<file path="config.mk">
export PLATFORM = sky130hd
export DESIGN_NAME = carry_select_adder
export DESIGN_NICKNAME = d
export VERILOG_FILES = /design/src/rtl/csa_pkg.sv /design/src/rtl/rca_unit.sv /design/src/rtl/excess_one_conv.sv /design/src/rtl/csel_group.sv /design/src/rtl/carry_select_adder.sv
export SDC_FILE = /design/constraint.sdc
export NUM_CORES = 1
export LEC_CHECK = 0
export ABC_AREA = 1
export ABC_CLOCK_PERIOD_IN_PS = 6500
export BUFFER_PORTS_ARGS = -buffer_cell sky130_fd_sc_hd__buf_4
export CAP_MARGIN = 20
export CORE_ASPECT_RATIO = 0.8
export CORE_MARGIN = 8
export CORE_UTILIZATION = 40
export DETAILED_ROUTE_END_ITERATION = 10
export PLACE_DENSITY_LB_ADDON = 0.25
export SLEW_MARGIN = 30
export SYNTH_ARGS = -nofsm -noshare
export SYNTH_HDL_FRONTEND = slang
export SYNTH_SLANG_ARGS = --single-unit
</file>
<file path="constraint.sdc">
create_clock -name vclk -period 6.5
set_clock_uncertainty 0.2 [all_clocks]
set_input_delay 0.325 -clock vclk [all_inputs]
set_output_delay 0.325 -clock vclk [all_outputs]
set_load 0.05 [all_outputs]
</file>
<file path="src/rtl/csa_pkg.sv">
`timescale 1ns/1ps
// Package: slice layout of the carry select adder.
// Assumes the slice widths sum to the operand width used by the top.
package csa_pkg;
    localparam int NUM_GROUPS = 5;

    // Width of slice g, least significant slice first.
    function automatic int grp_w(input int g);
        case (g)
            0:       return 2;
            1:       return 2;
            2:       return 3;
            3:       return 4;
            default: return 5;
        endcase
    endfunction

    // Bit position of the lowest bit of slice g.
    function automatic int grp_lsb(input int g);
        int pos;
        pos = 0;
        for (int i = 0; i < g; i++) pos += grp_w(i);
        return pos;
    endfunction

    localparam int TOTAL_W = grp_lsb(NUM_GROUPS);
endpackage

</file>
<file path="src/rtl/rca_unit.sv">
`timescale 1ns/1ps
// Module: rca_unit
// Ripple-carry adder of W bits built from full-adder equations.
// Assumes W >= 1; purely combinational.
module rca_unit #(
    parameter int W = 2
) (
    input  logic [W-1:0] a,
    input  logic [W-1:0] b,
    input  logic         cin,
    output logic [W-1:0] s,
    output logic         cout
);
    logic rip;

    // Ripple the carry bit by bit through full-adder equations.
    always_comb begin
        rip = cin;
        for (int i = 0; i < W; i++) begin
            s[i] = a[i] ^ b[i] ^ rip;
            rip  = (a[i] & b[i]) | (rip & (a[i] ^ b[i]));
        end
        cout = rip;
    end
endmodule

</file>
<file path="src/rtl/excess_one_conv.sv">
`timescale 1ns/1ps
// Module: excess_one_conv
// Adds one to a W-bit value: bit 0 is inverted, and every higher bit
// toggles when all bits below it are one. Assumes W >= 2; combinational.
module excess_one_conv #(
    parameter int W = 3
) (
    input  logic [W-1:0] x,
    output logic [W-1:0] y
);
    logic all_low;

    // Toggle each bit when every lower bit is one.
    always_comb begin
        all_low = 1'b1;
        for (int i = 0; i < W; i++) begin
            y[i]    = x[i] ^ all_low;
            all_low = all_low & x[i];
        end
    end

    // Check the toggle network against arithmetic increment.
    always_comb begin

        inc_exact_chk: assert (y == x + {{(W-1){1'b0}}, 1'b1})
            else $error("R4 converter: in=%h out=%h", x, y);
    end
endmodule

</file>
<file path="src/rtl/csel_group.sv">
`timescale 1ns/1ps
// Module: csel_group
// One upper slice: a ripple adder with carry in 0, an excess-one
// converter for the carry-in-1 result, and a result multiplexer steered
// by the carry from the slice below. Assumes W >= 1; combinational.
module csel_group #(
    parameter int W = 2
) (
    input  logic [W-1:0] a,
    input  logic [W-1:0] b,
    input  logic         sel_c,
    output logic [W-1:0] s,
    output logic         cout
);
    localparam int XW = W + 1;

    logic [W-1:0]  s_zero;
    logic          c_zero;
    logic [XW-1:0] r_one;

    rca_unit #(.W(W)) u_rca (
        .a    (a),
        .b    (b),
        .cin  (1'b0),
        .s    (s_zero),
        .cout (c_zero)
    );

    excess_one_conv #(.W(XW)) u_inc (
        .x ({c_zero, s_zero}),
        .y (r_one)
    );

    // Pick the candidate that matches the incoming carry.
    always_comb begin
        if (sel_c) {cout, s} = r_one;
        else       {cout, s} = {c_zero, s_zero};
    end

    // Check the selected result against the slice arithmetic.
    always_comb begin

        sel_one_chk: assert (!sel_c ||
            ({cout, s} == {1'b0, a} + {1'b0, b} + {{W{1'b0}}, 1'b1}))
            else $error("R5 slice with carry 1: a=%h b=%h got=%h", a, b, {cout, s});

        sel_zero_chk: assert (sel_c || ({cout, s} == {1'b0, a} + {1'b0, b}))
            else $error("R5 slice with carry 0: a=%h b=%h got=%h", a, b, {cout, s});
    end
endmodule

</file>
<file path="src/rtl/carry_select_adder.sv">
`timescale 1ns/1ps
// Module: carry_select_adder
// 16-bit carry select adder. Slice 0 is a ripple adder fed by carry_in.
// Each higher slice is a csel_group steered by the carry of the slice
// below. Assumes the slice table in csa_pkg; combinational, no reset.
module carry_select_adder
    import csa_pkg::*;
(
    input  logic [TOTAL_W-1:0] op_a,
    input  logic [TOTAL_W-1:0] op_b,
    input  logic               carry_in,
    output logic [TOTAL_W-1:0] sum_out,
    output logic               carry_out
);
    generate
        for (genvar g = 0; g < NUM_GROUPS; g++) begin : gen_grp
            localparam int GW  = grp_w(g);
            localparam int LSB = grp_lsb(g);
            logic c_out;
            if (g == 0) begin : g_low
                rca_unit #(.W(GW)) u_low (
                    .a    (op_a[LSB +: GW]),
                    .b    (op_b[LSB +: GW]),
                    .cin  (carry_in),
                    .s    (sum_out[LSB +: GW]),
                    .cout (c_out)
                );
            end else begin : g_up
                csel_group #(.W(GW)) u_sel (
                    .a     (op_a[LSB +: GW]),
                    .b     (op_b[LSB +: GW]),
                    .sel_c (gen_grp[g-1].c_out),
                    .s     (sum_out[LSB +: GW]),
                    .cout  (c_out)
                );
            end
        end
    endgenerate

    assign carry_out = gen_grp[NUM_GROUPS-1].c_out;

    // Check the whole adder and the lowest slice against arithmetic.
    always_comb begin

        sum_exact_chk: assert ({carry_out, sum_out} ==
            {1'b0, op_a} + {1'b0, op_b} + {{TOTAL_W{1'b0}}, carry_in})
            else $error("R1 adder: a=%h b=%h ci=%b got=%h", op_a, op_b, carry_in,
                        {carry_out, sum_out});

        low_carry_chk: assert (gen_grp[0].c_out ==
            (({1'b0, op_a[1:0]} + {1'b0, op_b[1:0]} + {2'b00, carry_in}) >> 2))
            else $error("R7 low slice carry mismatch");
    end
endmodule

</file>
After elaboration in Yosys (flattened, before gate mapping)
Index checks and enable logic that the tools add are counted.

Output and inout port bits: 17. Register bits after elaboration: 0. Input port bits: 33. Word-level logic and storage cells: 104.

Multiplexer cells: 8. Bitwise logic cells: 96.

Operators by type and width (number): 1-bit XOR (42); 1-bit bitwise AND (38); 1-bit bitwise OR (12); 5-bit two-way mux (1); 1-bit two-way mux (4); 4-bit two-way mux (1); 1-bit inverter (4); 3-bit two-way mux (1); 2-bit two-way mux (1).

Longest topological paths before layout
Word-level depth: 11. Depth in mapped cells: 12. Mapped depth without buffers: 12.

Modules after synthesis
From an unflattened synthesis, not the netlist that was laid out.

Cell total of the unflattened synthesis: 158. Area, all modules: 940.9 µm².

By module, submodules not included: rca_unit (gen_grp[0].g_low.u_low ...) (sequential area each 0.0 µm², cells an instance 10, area each 70.1 µm², times used 2); rca_unit (gen_grp[4].g_up.u_sel.u_rca) (sequential area each 0.0 µm², cells an instance 15, area each 137.6 µm², times used 1); rca_unit (gen_grp[3].g_up.u_sel.u_rca) (sequential area each 0.0 µm², cells an instance 14, area each 117.6 µm², times used 1); rca_unit (gen_grp[2].g_up.u_sel.u_rca) (sequential area each 0.0 µm², cells an instance 13, area each 97.6 µm², times used 1); csel_group (gen_grp[4].g_up.u_sel) (sequential area each 0.0 µm², cells an instance 20, area each 75.1 µm², times used 1); excess_one_conv (gen_grp[4].g_up.u_sel.u_inc) (sequential area each 0.0 µm², cells an instance 10, area each 72.6 µm², times used 1); csel_group (gen_grp[3].g_up.u_sel) (sequential area each 0.0 µm², cells an instance 17, area each 63.8 µm², times used 1); excess_one_conv (gen_grp[3].g_up.u_sel.u_inc) (sequential area each 0.0 µm², cells an instance 9, area each 60.1 µm², times used 1); csel_group (gen_grp[2].g_up.u_sel) (sequential area each 0.0 µm², cells an instance 14, area each 52.6 µm², times used 1); excess_one_conv (gen_grp[2].g_up.u_sel.u_inc) (sequential area each 0.0 µm², cells an instance 8, area each 47.5 µm², times used 1); csel_group (gen_grp[1].g_up.u_sel) (sequential area each 0.0 µm², cells an instance 11, area each 41.3 µm², times used 1); excess_one_conv (gen_grp[1].g_up.u_sel.u_inc) (sequential area each 0.0 µm², cells an instance 7, area each 35.0 µm², times used 1).

Worst setup path after synthesis
No wires, ideal clock.

Kind: input to output. Start point: in op_a[7]. End point: out sum_out[10]. Data required time: 5.975 ns. Stages on the path: 9. Data arrival time: 2.829 ns. Path slack: 3.146 ns. Buffers on the path: 0. Cell sequence: ha_1 -> inv_1 -> fa_1 -> fa_1 -> fa_1 -> inv_1 -> ha_1 -> nor2_1 -> a21oi_1.

Word-level cells in the longest chain between the ends: 8. Elaborated cells between the ends (all ways): 13. Those cells by class: mux (1); bitwise (12).

RTL lines: start: declaration (line carry_select_adder.sv:9) `input logic [TOTAL_W-1:0] op_a,`; 1-bit bitwise AND (2 in a row) (line rca_unit.sv:21) `rip = (a[i] & b[i]) | (rip & (a[i] ^ b[i]));`; 1-bit bitwise OR (line rca_unit.sv:21); 1-bit bitwise AND (line rca_unit.sv:21); 1-bit bitwise OR (line rca_unit.sv:21); 1-bit XOR (line rca_unit.sv:20) `s[i] = a[i] ^ b[i] ^ rip;`; 1-bit XOR (line excess_one_conv.sv:17) `y[i] = x[i] ^ all_low;`; 4-bit two-way mux (*) (line csel_group.sv:36) `if (sel_c) {cout, s} = r_one;`; end: declaration (line carry_select_adder.sv:12) `output logic [TOTAL_W-1:0] sum_out,`.

Mark *: on every way between the ends. The rest lies on a longest branch, timed or not.

Final worst setup path
Start point: in op_a[7]. End point: out carry_out.

Word-level cells in the longest chain between the ends: 10. Elaborated cells between the ends (all ways): 17. Those cells by class: mux (2); bitwise (15).

RTL lines: 1-bit bitwise AND (2 in a row) (line rca_unit.sv:21); 1-bit bitwise OR (line rca_unit.sv:21); 1-bit bitwise AND (line rca_unit.sv:21); 1-bit bitwise OR (line rca_unit.sv:21); 1-bit bitwise AND / 1-bit XOR (equally long branches) (line rca_unit.sv:21, rca_unit.sv:20); 1-bit bitwise OR / 1-bit bitwise AND (equally long branches) (line rca_unit.sv:21, excess_one_conv.sv:18); 1-bit XOR (line excess_one_conv.sv:17); 1-bit two-way mux (*) (2 in a row) (line csel_group.sv:36); end: declaration (line carry_select_adder.sv:13) `output logic carry_out`.

Marked as above.

==> results.sh <==
export IMPL_layout_drive_gt1_share_pct=41.2
export IMPL_synth_xor_area_share_pct=6.18
export IMPL_drtIter0Drc=15
export IMPL_synth_compound_gate_area_share_pct=2.35
export IMPL_clock_buffers=0
export IMPL_setup_tns_ps=0
export IMPL_finalSetupViolCount=0
export IMPL_synth_top_area_share_pct=28.2
export IMPL_max_stage_delay_ps=510
export IMPL_crit_end="carry_out"
export IMPL_worst_slack_ps=3110
export IMPL_met2_usage_pct=20.8
export IMPL_hp_class="in2out"
export IMPL_startpoint_type="primary input"
export IMPL_p_leak_nw=0.750
export IMPL_status="finished, final reports clean"
export IMPL_met3_usage_pct=1.37
export IMPL_vdd_ir_drop_max_v=0.000147
export IMPL_overflow=0
export IMPL_rsz0062_at_grt="false"
export IMPL_initial_core_util_pct=40.8
export IMPL_path_class="in2out"
export IMPL_grt_max_degree=10
export IMPL_worstMarginPinSlew_ps=245
export IMPL_hpwl_um=1880
export IMPL_gr_max_usage_layer="met2"
export IMPL_netlist_instances=103
export IMPL_syn_area_um2=851
export IMPL_path_depth=14
export IMPL_fin_crit_ps=3390
export IMPL_ios=50
export IMPL_avgSynthCellArea_um2=8.26
export IMPL_num_antenna_cells=0
export IMPL_gp_congestion=0.782
export IMPL_hold_violations=0
export IMPL_finalMaxSlewViolations=0
export IMPL_dpl_cell_count=178
export IMPL_track_usage_pct=10.2
export IMPL_cap_violations=0
export IMPL_synthTopCellsByCount="inv_1 (29), ha_1 (14), fa_1 (12), nand3_1 (12), nand2_1 (10)"
export IMPL_synth_warnings=0
export IMPL_syn_nets=162
export IMPL_postRouteAntennaNets=0
export IMPL_nNetsFinal=214
export IMPL_drtPass1Iterations=3
export IMPL_die_w_um=67.6
export IMPL_cp_slowest_cell="fa_1"
export IMPL_multi_input_area_um2=738
export IMPL_drc=0
export IMPL_vias_per_cell=4.58
export IMPL_syn2layout_area_growth_pct=47.8
export IMPL_core_mm2=0.00208
export IMPL_fillers=192
export IMPL_crit_family="adder cells"
export IMPL_vias=816
export IMPL_cp_required_ps=5970
export IMPL_use_met1_pct=11.0
export IMPL_powerDensity_mw_per_mm2=224
export IMPL_wl_per_cell_um=10.9
export IMPL_die_h_um=57.3
export IMPL_row_count=15
export IMPL_yosys_area_share_simple_pct=28.1
export IMPL_io_buffers=50
export IMPL_synth_top_family_by_area="adder cells"
export IMPL_cp_end_kind="output pin"
export IMPL_cts_hold_buf=0
export IMPL_post_place_ws_ps=3100
export IMPL_grt_pass1_vias=849
export IMPL_yosys_area_top_type="fa_1"
export IMPL_antenna_found_initial=0
export IMPL_synthDistinctLibCells=17
export IMPL_routed_wl_um=1940
export IMPL_yosysMostFrequentCell="inv_1"
export IMPL_total_power_mw=0.282
export IMPL_cts_resized=0
export IMPL_critPathArrivalTime_ps=2870
export IMPL_synthAdderAreaFrac_pct=48.8
export IMPL_worstPathMaxFanout=6
export IMPL_fmax_ghz=0.295
export IMPL_ff_latch_area_um2=0
export IMPL_finalNonFillerCells=178
export IMPL_post_cts_setup_buffers=0
export IMPL_path_buf_inv=5
export IMPL_grt_pass1_wl_um=3420
export IMPL_fin_crit_sh_pct=52.2
export IMPL_setup_worst_path_start="op_a[7]"
export IMPL_design_seq_count=0
export IMPL_synth_yosys_seq_area_share_pct=0
export IMPL_whs_ps=866
export IMPL_synth_area_mux_share_pct=1.32
export IMPL_path_cells="buf_4 -> ha_1 -> inv_1 -> fa_1 -> fa_1 -> fa_1 -> inv_1 -> ha_1 -> xor2_1 -> inv_1 -> nand3_2 -> nand3_1 -> nand2_1 -> buf_4"
export IMPL_yosys_top_cells_area="fa_1 (28%), ha_1 (21%), inv_1 (13%)"
export IMPL_slew_headroom_pct=83.6
export IMPL_die_area_mm2=0.00387
==> cells in the final DEF, fill, tap and decap left out <==
| cell | Yosys | final |
|---|---|---|
| xor2_1 | 3 | 3 |
| xnor2_1 | 3 | 3 |
| nand3_2 | 3 | 3 |
| nand2_8 | 1 | 1 |
| nand2_2 | 1 | 1 |
| buf_4 | 0 | 50 |
| nand2_1 | 10 | 10 |
| ha_1 | 14 | 14 |
| fa_1 | 12 | 12 |
| inv_2 | 1 | 1 |
| nand2_4 | 5 | 5 |
| inv_1 | 29 | 29 |
| nand3_4 | 1 | 1 |
| nor2_1 | 3 | 3 |
| nand3_1 | 12 | 12 |
| o21ai_0 | 1 | 1 |
| a21oi_1 | 3 | 3 |
| mux2_2 | 1 | 1 |
==> stage by stage <==
step	utilization [%]	cell area (um2)
2_1_floorplan	-	851
3_5_place_dp	60.4	1260
3_3_place_gp	60.4	1260
4_1_cts	60.4	1260
6_report	60.4	1260
5_1_grt	60.4	1260
==> layer usage <==
metal  vias to the layer above  routed length, um
met5                         -                  0
met1                       379                726
met2                        20               1080
met4                         0                  0
met3                         0                128
li1                        417                  -
==> logic make-up after synthesis <==
family	Yosys count
fa+ha+maj	26
mux	1
xor+xnor	6
compound gates	4
buf+inv	30
simple gates	36
==> power breakdown <==
part           switching, mW  leakage [nW]  internal (mW)
clock network              0             0              0
registers                  0             0              0
logic                  0.186         0.750         0.0956
total                  0.186         0.750         0.0956
==> worst min-delay path by stage <==
stage | from | endpoint | slack [ps] | depth (start not counted)
after floorplan | op_b[1] | sum_out[1] | 840 | 3
after global placement | carry_in | sum_out[0] | 860 | 3
after detailed placement | carry_in | sum_out[0] | 870 | 3
after CTS | carry_in | sum_out[0] | 870 | 3
after global routing | carry_in | sum_out[0] | 880 | 3
final | carry_in | sum_out[0] | 870 | 3
==> cell type report <==
| cell class | instances | area share (%) |
|---|---|---|
| multi-input cells | 73 | 58.7 |
| repair buffers | 50 | 29.9 |
| inverters | 30 | 8.96 |
| well taps | 25 | 2.49 |
==> worst min-delay path: stages <==
cell	delay, ps
buf_4	80
fa_1	140
buf_4	190
No activity file was read; power rests on OpenSTA's default activity.
